<file path="config.mk">
export PLATFORM = sky130hd
export DESIGN_NAME = intn_notifier
export DESIGN_NICKNAME = d
export VERILOG_FILES = /design/src/rtl/intn_pkg.sv /design/src/rtl/intn_state.sv /design/src/rtl/intn_cfg.sv /design/src/rtl/intn_select.sv /design/src/rtl/intn_notifier.sv
export SDC_FILE = /design/constraint.sdc
export NUM_CORES = 1
export LEC_CHECK = 0
export ABC_AREA = 1
export BUFFER_PORTS_ARGS = -buffer_cell sky130_fd_sc_hd__buf_2
export CAP_MARGIN = 20
export CORE_ASPECT_RATIO = 0.5
export CORE_UTILIZATION = 40
export DETAILED_ROUTE_END_ITERATION = 12
export PLACE_DENSITY_LB_ADDON = 0.08
export SETUP_SLACK_MARGIN = 0.15
export SYNTH_ARGS = -nofsm -noshare
export SYNTH_HDL_FRONTEND = slang
export SYNTH_SLANG_ARGS = --single-unit
</file>
<file path="constraint.sdc">
create_clock -name clk -period 61.9 [get_ports clk]
set_input_delay 9.285 -clock clk [delete_from_list [all_inputs] [get_ports clk]]
set_output_delay 9.285 -clock clk [all_outputs]
set_load 0.02 [all_outputs]
</file>
<file path="src/rtl/intn_pkg.sv">
package intn_pkg;

   localparam int WORD_BITS = 32;

   typedef enum logic [1:0] {
      CFG_PRIO   = 2'd0,
      CFG_ENABLE = 2'd1,
      CFG_THRESH = 2'd2,
      CFG_MODE   = 2'd3
   } cfg_kind_e;

   function automatic int word_count(input int n_src);
      return (n_src + WORD_BITS - 1) / WORD_BITS;
   endfunction

   function automatic int idx_span(input int n_src, input int n_tgt);
      int en_words;
      en_words = n_tgt * word_count(n_src);
      return (n_src > en_words) ? n_src : en_words;
   endfunction

endpackage

</file>
<file path="src/rtl/intn_state.sv">
// Per-source pending / claimed bits. Each bit has its own flop, so an update
// to one source can never disturb any other source's state.
module intn_state #(
   parameter int N_SRC = 40,
   parameter int SRC_W = 6
) (
   input  logic             clk,
   input  logic             rst_n,
   input  logic [N_SRC-1:0] src_level,
   input  logic             claim_en,
   input  logic [SRC_W-1:0] claim_sel,
   input  logic             cmpl_en,
   input  logic [SRC_W-1:0] cmpl_sel,
   output logic [N_SRC-1:0] pend,
   output logic [N_SRC-1:0] clmd
);

   assign pend[0] = 1'b0;
   assign clmd[0] = 1'b0;

   logic unused_lvl0;
   assign unused_lvl0 = src_level[0];

   for (genvar n = 1; n < N_SRC; n++) begin : g_src
      logic hit_claim, hit_cmpl, pend_q, clmd_q;

      assign hit_claim = claim_en && (claim_sel == SRC_W'(n));
      assign hit_cmpl  = cmpl_en  && (cmpl_sel  == SRC_W'(n));

      always_ff @(posedge clk) begin
         if (!rst_n) begin
            pend_q <= 1'b0;
            clmd_q <= 1'b0;
         end else begin
            // pending uses the claimed state from before this edge
            pend_q <= !hit_claim && (pend_q || (src_level[n] && !clmd_q));
            clmd_q <= hit_claim || (clmd_q && !hit_cmpl);
         end
      end

      assign pend[n] = pend_q;
      assign clmd[n] = clmd_q;

      assert_excl_R6: assert property (@(posedge clk) disable iff (!rst_n)
         !(pend_q && clmd_q));
      assert_claim_sets_R6: assert property (@(posedge clk) disable iff (!rst_n)
         hit_claim |=> (clmd_q && !pend_q));
      assert_cmpl_clears_R7: assert property (@(posedge clk) disable iff (!rst_n)
         (hit_cmpl && !hit_claim) |=> !clmd_q);
   end

endmodule

</file>
<file path="src/rtl/intn_cfg.sv">
module intn_cfg
   import intn_pkg::*;
#(
   parameter int N_SRC  = 40,
   parameter int N_TGT  = 2,
   parameter int PRIO_W = 3,
   parameter int NW     = 2,
   parameter int IDX_W  = 6
) (
   input  logic                        clk,
   input  logic                        rst_n,
   input  logic                        cfg_we,
   input  logic [1:0]                  cfg_kind,
   input  logic [IDX_W-1:0]            cfg_idx,
   input  logic [WORD_BITS-1:0]        cfg_data,
   output logic [N_SRC-1:0][PRIO_W-1:0] prio,
   output logic [N_TGT-1:0][N_SRC-1:0] enab,
   output logic [N_TGT-1:0][PRIO_W-1:0] thresh,
   output logic [N_TGT-1:0]            sup_mode
);

   cfg_kind_e kind;
   assign kind = cfg_kind_e'(cfg_kind);

   always_ff @(posedge clk) begin
      if (!rst_n) begin
         prio     <= '0;
         enab     <= '0;
         thresh   <= '0;
         sup_mode <= '0;
      end else if (cfg_we) begin
         case (kind)
            CFG_PRIO: begin
               for (int n = 0; n < N_SRC; n++)
                  if (cfg_idx == IDX_W'(n)) prio[n] <= cfg_data[PRIO_W-1:0];
            end
            CFG_ENABLE: begin
               // source n sits in enable word n/32 at bit n%32
               for (int t = 0; t < N_TGT; t++)
                  for (int n = 0; n < N_SRC; n++)
                     if (cfg_idx == IDX_W'(t*NW + n/WORD_BITS))
                        enab[t][n] <= cfg_data[n%WORD_BITS];
            end
            CFG_THRESH: begin
               for (int t = 0; t < N_TGT; t++)
                  if (cfg_idx == IDX_W'(t)) thresh[t] <= cfg_data[PRIO_W-1:0];
            end
            default: begin
               for (int t = 0; t < N_TGT; t++)
                  if (cfg_idx == IDX_W'(t)) sup_mode[t] <= cfg_data[0];
            end
         endcase
      end
   end

endmodule

</file>
<file path="src/rtl/intn_select.sv">
// Picks the highest-priority eligible source above the threshold; strict
// comparison keeps the lowest ID on a tie.
module intn_select #(
   parameter int N_SRC  = 40,
   parameter int PRIO_W = 3,
   parameter int SRC_W  = 6
) (
   input  logic [N_SRC-1:0]             elig,
   input  logic [N_SRC-1:0][PRIO_W-1:0] prio,
   input  logic [PRIO_W-1:0]            thresh,
   output logic [SRC_W-1:0]             win_id,
   output logic                         req
);

   logic [PRIO_W-1:0] best_p;

   always_comb begin
      best_p = thresh;
      win_id = '0;
      for (int n = 0; n < N_SRC; n++) begin
         if (elig[n] && (prio[n] > best_p)) begin
            best_p = prio[n];
            win_id = SRC_W'(n);
         end
      end
   end

   assign req = (win_id != '0);

endmodule

</file>
<file path="src/rtl/intn_notifier.sv">
module intn_notifier
   import intn_pkg::*;
#(
   parameter int N_SRC  = 40,
   parameter int N_TGT  = 2,
   parameter int PRIO_W = 3,
   localparam int NW    = word_count(N_SRC),
   localparam int SRC_W = $clog2(N_SRC),
   localparam int TGT_W = (N_TGT > 1) ? $clog2(N_TGT) : 1,
   localparam int IDX_W = $clog2(idx_span(N_SRC, N_TGT))
) (
   input  logic             clk,
   input  logic             rst_n,
   input  logic [N_SRC-1:0] src_level,
   input  logic             cfg_we,
   input  logic [1:0]       cfg_kind,
   input  logic [IDX_W-1:0] cfg_idx,
   input  logic [31:0]      cfg_data,
   input  logic             claim_req,
   input  logic [TGT_W-1:0] claim_tgt,
   output logic [SRC_W-1:0] claim_id,
   input  logic             cmpl_req,
   input  logic [SRC_W-1:0] cmpl_id,
   output logic [N_TGT-1:0] mach_irq,
   output logic [N_TGT-1:0] sup_irq
);

   if (N_SRC < 2 || N_SRC > 1024) begin : g_bad_nsrc
      $error("N_SRC out of range");
   end
   if (N_TGT < 1 || N_TGT > 32) begin : g_bad_ntgt
      $error("N_TGT out of range");
   end
   if (PRIO_W < 1 || PRIO_W > 16) begin : g_bad_prio
      $error("PRIO_W out of range");
   end

   logic [N_SRC-1:0]             pend, clmd;
   logic [N_SRC-1:0][PRIO_W-1:0] prio;
   logic [N_TGT-1:0][N_SRC-1:0]  enab;
   logic [N_TGT-1:0][PRIO_W-1:0] thresh;
   logic [N_TGT-1:0]             sup_mode;
   logic [N_TGT-1:0][N_SRC-1:0]  elig;
   logic [N_TGT-1:0][SRC_W-1:0]  win_id;
   logic [N_TGT-1:0]             req;
   logic                         claim_en;

   intn_cfg #(
      .N_SRC(N_SRC), .N_TGT(N_TGT), .PRIO_W(PRIO_W), .NW(NW), .IDX_W(IDX_W)
   ) i_cfg (
      .clk(clk), .rst_n(rst_n), .cfg_we(cfg_we), .cfg_kind(cfg_kind),
      .cfg_idx(cfg_idx), .cfg_data(cfg_data), .prio(prio), .enab(enab),
      .thresh(thresh), .sup_mode(sup_mode)
   );

   intn_state #(.N_SRC(N_SRC), .SRC_W(SRC_W)) i_state (
      .clk(clk), .rst_n(rst_n), .src_level(src_level),
      .claim_en(claim_en), .claim_sel(claim_id),
      .cmpl_en(cmpl_req), .cmpl_sel(cmpl_id),
      .pend(pend), .clmd(clmd)
   );

   for (genvar t = 0; t < N_TGT; t++) begin : g_tgt
      assign elig[t] = pend & ~clmd & enab[t];

      intn_select #(.N_SRC(N_SRC), .PRIO_W(PRIO_W), .SRC_W(SRC_W)) i_sel (
         .elig(elig[t]), .prio(prio), .thresh(thresh[t]),
         .win_id(win_id[t]), .req(req[t])
      );

      assign mach_irq[t] = req[t] && !sup_mode[t];
      assign sup_irq[t]  = req[t] &&  sup_mode[t];

      assert_route_R8: assert property (@(posedge clk) disable iff (!rst_n)
         (mach_irq[t] || sup_irq[t]) |-> ((pend & ~clmd & enab[t]) != '0));
      assert_claim_match_R4: assert property (@(posedge clk) disable iff (!rst_n)
         (claim_tgt == TGT_W'(t)) |-> ((claim_id != '0) == (mach_irq[t] || sup_irq[t])));
   end

   always_comb begin
      claim_id = '0;
      for (int t = 0; t < N_TGT; t++)
         if (claim_tgt == TGT_W'(t)) claim_id = win_id[t];
   end

   assign claim_en = claim_req && (claim_id != '0);

   assert_claim_pending_R5: assert property (@(posedge clk) disable iff (!rst_n)
      (claim_id != '0) |-> (pend[claim_id] && !clmd[claim_id] && (prio[claim_id] != '0)));
   assert_claim_done_R6: assert property (@(posedge clk) disable iff (!rst_n)
      claim_en |=> clmd[$past(claim_id)]);

endmodule

</file>
==> results of run 1 <==
==> final timing paths <==
kind                                        from  slack [ns]  cells past startpoint                             endpoint
max                   i_cfg.prio[5]$_SDFFE_PN0P_        7.16                    246                          mach_irq[1]
min          i_state.g_src[26].clmd_q$_SDFF_PN0_        0.48                      2  i_state.g_src[26].clmd_q$_SDFF_PN0_
max reg2reg           i_cfg.prio[5]$_SDFFE_PN0P_       16.53                    247  i_state.g_src[19].clmd_q$_SDFF_PN0_
min reg2reg  i_state.g_src[26].clmd_q$_SDFF_PN0_        0.48                      2  i_state.g_src[26].clmd_q$_SDFF_PN0_
==> placed cells by master, fill, tap and decap left out, types with 4 or more instances in the layout <==
| master | instances |
|---|---|
| nor2_4 | 9 |
| a21oi_1 | 249 |
| and3_2 | 4 |
| nand2_1 | 463 |
| a31oi_1 | 10 |
| nand3_1 | 263 |
| clkinv_2 | 6 |
| nand4_1 | 17 |
| nand3_2 | 74 |
| clkbuf_16 | 29 |
| o31ai_1 | 14 |
| or2_2 | 8 |
| o21ai_2 | 5 |
| clkbuf_1 | 6 |
| buf_4 | 10 |
| o21ai_1 | 7 |
| nand2_2 | 189 |
| inv_1 | 355 |
| nor2_2 | 6 |
| nor3_1 | 24 |
| inv_2 | 28 |
| nand2_4 | 22 |
| dfxtp_1 | 281 |
| o32ai_1 | 17 |
| clkbuf_8 | 5 |
| nor2_1 | 283 |
| a21o_2 | 5 |
| a21oi_2 | 9 |
| buf_2 | 99 |
| o21ai_0 | 337 |
| a211oi_1 | 86 |
| ha_1 | 90 |
| o211ai_1 | 6 |
==> logic make-up (layout without fill, tap and decap cells) <==
family | after synthesis | count (layout)
buffers and inverters | 452 | 549
and+or+nand+nor | 1377 | 1377
DFF | 281 | 281
adders and majority gates | 90 | 90
AOI/OAI and AO/OA | 771 | 771
==> per-stage QoR <==
step | instance area (um2) | setup WS (ns) | power, mW
3_3_place_gp | 20900 | 8.51 | 0.212
4_1_cts | 21800 | 7.24 | 0.385
2_1_floorplan | 19800 | 14.48 | 0.202
3_5_place_dp | 20900 | 8.04 | 0.212
6_report | 21800 | 7.16 | 0.382
5_1_grt | 21800 | 2.35 | 0.394
==> flip-flops by register name (all words and copies together) (netlist names) <==
signal / flops
i_cfg.enab: 78
i_cfg.prio: 117
i_cfg.sup_mode: 2
i_cfg.thresh: 6
i_state.g_src.clmd_q: 39
i_state.g_src.pend_q: 39
==> Yosys cell counts (4+ instances only) <==
| master | instances |
|---|---|
| a211oi_1 | 86 |
| a21o_2 | 5 |
| a21oi_1 | 249 |
| a21oi_2 | 9 |
| a31oi_1 | 10 |
| and3_2 | 4 |
| clkbuf_1 | 50 |
| clkbuf_8 | 7 |
| dfxtp_1 | 281 |
| ha_1 | 90 |
| inv_1 | 355 |
| inv_2 | 29 |
| nand2_1 | 463 |
| nand2_2 | 189 |
| nand2_4 | 22 |
| nand3_1 | 263 |
| nand3_2 | 74 |
| nand4_1 | 17 |
| nor2_1 | 285 |
| nor2_2 | 5 |
| nor2_4 | 8 |
| nor3_1 | 26 |
| o211ai_1 | 6 |
| o21ai_0 | 337 |
| o21ai_1 | 7 |
| o21ai_2 | 5 |
| o31ai_1 | 14 |
| o32ai_1 | 17 |
| or2_2 | 8 |
==> worst max-delay path, delay by kind of cell, from the launching register on <==
kind / cells / cell delay, ns
compound gates: 78 / 19.01
fa+ha+maj: 39 / 11.56
buf+inv: 21 / 1.84
flops: 1 / 0.46
simple gates: 108 / 11.90
==> power groups by stage <==
stage / Clock (mW) / Sequential [mW] / Combinational (mW)
after floorplan: 0 / 0.188 / 0.0139
after global placement: 0 / 0.189 / 0.0231
after detailed placement: 0 / 0.189 / 0.0232
after CTS: 0.177 / 0.185 / 0.0233
after global routing: 0.184 / 0.185 / 0.0256
final: 0.174 / 0.185 / 0.0234
==> metal layers <==
| metal | share of wire | global-route usage | wire, um | vias up |
|---|---|---|---|---|
| li1 | - | - | - | 10200 |
| met1 | 0.51 | 0.375 | 32700 | 8719 |
| met2 | 0.42 | 0.379 | 26900 | 390 |
| met3 | 0.061 | 0.0503 | 3970 | 67 |
| met4 | 0.016 | 0.0382 | 1010 | 2 |
| met5 | 0.00017 | 0 | 11 | - |
==> cell type report <==
type | instances | area (um2)
Clock buffer | 40 | 817
Clock inverter | 13 | 87.6
Multi-Input combinational cell | 2238 | 12400
Tap cell | 649 | 812
Inverter | 387 | 1460
Timing Repair Buffer | 109 | 571
Sequential cell | 281 | 5630
Fill cell | 5182 | 27000
==> flow_summary.toml, run 1 <==
[clock_network]
cts_setup_buffers = 0
clk_latency_ns = 0.60
clk_path_buf_depth = 3
clk_pin_slew_worst_paths_ns = 0.06
cts_resized = 0
cts_made_buffers = 29
postCtsHoldBufs = 0
cts_tree = "done"
cts.sinks = 281
clockRootBuffer = "clkbuf_16"
cts_max_level = 1

[cells_and_area]
final_cells = 3717
antennaDiodeCount = 0
synthToLayoutAreaGrowth_pct = 9.84
fin_util = 0.447
nets = 3228
drive_gt1_frac = 0.174

[place]
dp.cells = 3664
dp_hpwl_um = 50700
placement.io_buffers = 100
gp_congestion = 0.991

[setup_path]
critPathCaptureType = "primary output"
path_common_cell = "o21ai_0"
cpMaxStageDelayCell = "dfxtp_1"
cp.arrival_ns = 45.46
max_stage_delay_ns = 0.46
path_class = "register to primary output"
cp_max_fo = 13
cp-start-kind = "register"
required_ns = 52.61

[synthesis]
synth-compound-area-share = 0.222
syn_inst = 2971
synth-edff-count = 0
synthAdderAreaFrac = 0.0567
netlist-cell-type-count = 59
yosys.area_share.simple = 0.347
synth_warnings = 0
synth_seq_cells = 281
avgSynthCellArea_um2 = 6.68
synth_flop_cell = "dfxtp_1"
synthMuxAreaShare = 0
synth_xor_area_frac = 0
synth_area_leader_cell = "dfxtp_1"
async_flop_share = 0
synth_top_area_frac = 0.283
synth.area.top_cells = "dfxtp_1, nand2_1, o21ai_0"
ys_seq_area_frac = 0.283
synth.net_count = 3153
synth_top_family_by_area = "simple AND/OR/NAND/NOR gates"
netlist_area_um2 = 19800

[grt]
antenna_found_initial = 1
grt_max_degree = 96
gr-usage-all-layers = 0.252
grt_pass1_vias = 17500
grt_overflow_total = 0
grt_pass1_wl_um = 99300

[power]
combPwrFrac = 0.061
ir_drop_v = 0.0000211
p_per_area_nw_per_um2 = 17.5
power.internal_mw = 0.282
p_seq_frac = 0.484
p_leak_nw = 9.38
p_sw_frac = 0.261
clockPowerShare = 0.455
switchingPower_mw = 0.0995

[run_status]
status = "complete, no violations"

[floorplanning]
die_area_um2 = 50600
num_rows = 57
die_w_um = 317
io_pins = 102
die_h_um = 160
core_um2 = 48800
initial_core_util = 0.407

[worst_hold_path]
min_path_type = "register to register"

[detailed_routing]
avgViaCountPerCell = 5.21
drt_iter0_drc = 1371
ant_nets = 0
drt_wl_total_um = 64600
route.vias.total = 19400
drt-pass1-iter-count = 6
drc = 0
detail_route.wl_per_cell_um = 17.4

[flow_run]
maxCapViolCount = 0

[sta]
fmax_mhz = 18.3
finalSetupViolations = 0
slew_violations = 0
rsz0062_at_grt = "no"
tightest_slew_ns = 0.991
whs_ns = 0.476
setup-tns-final_ns = 0
period_minus_slack_ns = 54.74
finalClockSkew_ns = 0.0258
period_share = 0.884
relSlewSlack = 0.337
finalHoldViolCount = 0
(Power assumes the default switching activity.)
==> run 2: changes to the inputs <==
--- a/config.mk
+++ b/config.mk
@@ -15,4 +15,5 @@
 export SETUP_SLACK_MARGIN = 0.15
 export SYNTH_ARGS = -nofsm -noshare
 export SYNTH_HDL_FRONTEND = slang
+export SYNTH_HIERARCHICAL = 1
 export SYNTH_SLANG_ARGS = --single-unit
==> run 2 against run 1 <==
Compared with the run above:
- utilization is 1.2 points lower
- register-to-register slack worse by 1.6 ns
- cell count rose by 19%
- clock power increased by 11%
- routed wire length grew 13%
- clock skew down 0.017 ns
- maximum frequency shrank 1.6%
- critical path depth up 21
- first-iteration DRC count increased by 34%
- via count up 13%
- flip-flop and latch count grew 5
- global-route usage fell by 0.43 points
- largest cell class unchanged
==> flow_summary.toml, run 2 <==
[clock_network]
clk_latency_ns = 0.60
cts.sinks = 286
cts_max_level = 1
cts_made_buffers = 30
clk_path_buf_depth = 3
postCtsHoldBufs = 0
clockRootBuffer = "clkbuf_16"
cts_setup_buffers = 0
cts_tree = "done"
clk_pin_slew_worst_paths_ns = 0.06
cts_resized = 0

[detailed_routing]
drt_wl_total_um = 73200
drt_iter0_drc = 1837
wl_met3_um = 5450
wl_met2_um = 29600
drt-pass1-iter-count = 7
detail_route.wl_per_cell_um = 16.6
wl_met1_um = 36700
avgViaCountPerCell = 4.94
ant_nets = 0
topRoutingLayerUsed = "met4"
drc = 0
route.vias.total = 21800

[sta]
setup-tns-final_ns = 0
worst_slack_ns = 6.27
period_share = 0.899
rsz0062_at_grt = "no"
slew_violations = 0
finalSetupViolations = 0
period_minus_slack_ns = 55.63
fmax_mhz = 18.0
tightest_slew_ns = 1.03
finalClockSkew_ns = 0.00929
finalHoldViolCount = 0
relSlewSlack = 0.311

[cells_and_area]
regMostFlops = "i_cfg/prio"
ff_latch_area_um2 = 5730
antennaDiodeCount = 0
fillers = 6016
multi_input_area_um2 = 13900
top_regs = "i_cfg/prio: 120 flops, i_cfg/enab: 80 flops"
layout_commonest_cell = "nand2_1"
fin_util = 0.435
drive_gt1_frac = 0.165
layout_common_cells = "nand2_1, inv_1, nor2_1, nand3_1, dfxtp_1"
synthToLayoutAreaGrowth_pct = 6.96
nets = 3821
largest_reg_flops = 120

[synthesis]
syn_inst = 3658
ys_seq_area_frac = 0.252
synth_top_area_frac = 0.252
synth_warnings = 6
avgSynthCellArea_um2 = 6.22
netlist-cell-type-count = 45
synth_common_cells = "nand2_1, inv_1, nor2_1, nand3_1, dfxtp_1"
yosysMostFrequentCell = "nand2_1"
synth_seq_cells = 286
synth-edff-count = 0
synth_area_leader_cell = "dfxtp_1"
async_flop_share = 0
synth.area.top_cells = "dfxtp_1, nand2_1, inv_1"
synth_flop_cell = "dfxtp_1"
netlist_area_um2 = 22700

[setup_path]
required_ns = 52.61
critical_path_buf_inv_count = 27
path_delay_family = "compound AO/OA/AOI/OAI gates"
critPathCaptureType = "primary output"
rr_worst_depth = 275
path_class = "register to primary output"
crit_cells = 267
cpMaxStageDelayCell = "dfxtp_1"
cp.arrival_ns = 46.35
cp_max_fo = 9
path_common_cell = "nand2_2"
cp-start-kind = "register"
max_stage_delay_ns = 0.37

[floorplanning]
die_w_um = 339
die_h_um = 171
io_pins = 102
num_rows = 61
die_area_um2 = 57900
core_um2 = 55900
initial_core_util = 0.407

[power]
p_per_area_nw_per_um2 = 16.8
p_leak_nw = 10.8
ir_drop_v = 0.0000213

[place]
dp_slack_ns = 7.08
gp_congestion = 0.948
placement.io_buffers = 100
dp_hpwl_um = 58300

[grt]
antenna_found_initial = 1
grt_pass1_vias = 19300
grt_overflow_total = 0
gr-usage-all-layers = 0.248
grt_pass1_wl_um = 112000
grt_max_degree = 107

[worst_hold_path]
whs_path_depth = 2
min_path_type = "register to register"

[run_status]
status = "complete, no violations"

[flow_run]
maxCapViolCount = 0
-- run 2: report_power, final --
| group | internal, mW | switching [mW] |
|---|---|---|
| combinational | 0.00761 | 0.0198 |
| clock | 0.110 | 0.0844 |
| sequential | 0.186 | 0.00129 |
| total | 0.303 | 0.105 |
-- run 2: cell type report --
class / count / share of cell area
Clock inverter: 13 / 0.00550
Timing Repair Buffer: 114 / 0.0261
Sequential cell: 286 / 0.235
Multi-Input combinational cell: 2657 / 0.573
Inverter: 548 / 0.0846
Clock buffer: 43 / 0.0370
Tap cell: 756 / 0.0389
-- run 2: worst reg2reg max path, delay by kind of cell (launching register included) --
| kind | cells | cell delay [ns] |
|---|---|---|
| buffers and inverters | 27 | 2.03 |
| AO/OA/AOI/OAI | 74 | 16.59 |
| flip-flops | 1 | 0.37 |
| AND/OR/NAND/NOR | 135 | 16.51 |
| adder cells (fa/ha/maj) | 39 | 11.36 |
-- run 2: per-layer routing --
layer	vias up	GRT usage
met3	79	0.0526
met2	561	0.376
li1	11500	-
met4	0	0.0425
met5	-	0
met1	9679	0.362
-- run 2: worst paths after layout --
path	from	slack, ns	endpoint
min reg2reg	i_cfg/enab[76]$_SDFFE_PN0P_	0.47	i_cfg/enab[76]$_SDFFE_PN0P_
max	i_cfg/thresh[0]$_SDFFE_PN0P_	6.27	claim_id[3]
min	i_cfg/enab[76]$_SDFFE_PN0P_	0.47	i_cfg/enab[76]$_SDFFE_PN0P_
max reg2reg	i_cfg/thresh[0]$_SDFFE_PN0P_	14.93	i_state/g_src[15].pend_q$_SDFF_PN0_
-- run 2: through the flow --
| stage | total power, mW | hold WS [ns] | cells | instance area, um2 |
|---|---|---|---|---|
| final | 0.409 | 0.469 | 4417 | 24300 |
| after global routing | 0.423 | 0.496 | 4417 | 24300 |
| after CTS | 0.412 | 0.476 | 4416 | 24300 |
| after detailed placement | 0.218 | 0.459 | 4360 | 23300 |
| after global placement | 0.218 | 0.450 | 4360 | 23300 |
| after floorplan | 0.210 | 0.432 | 3659 | 22700 |
-- run 2: kinds of logic (layout without fill, tap and decap cells) --
family                     after synthesis  count (layout)  synth area share
AOI/OAI and AO/OA                      478             478             0.125
adders and majority gates               92              92            0.0506
buffers and inverters                  716             718             0.136
DFF                                    286             286             0.252
other                                    1               2          0.000165
and+or+nand+nor                       2085            2085             0.436
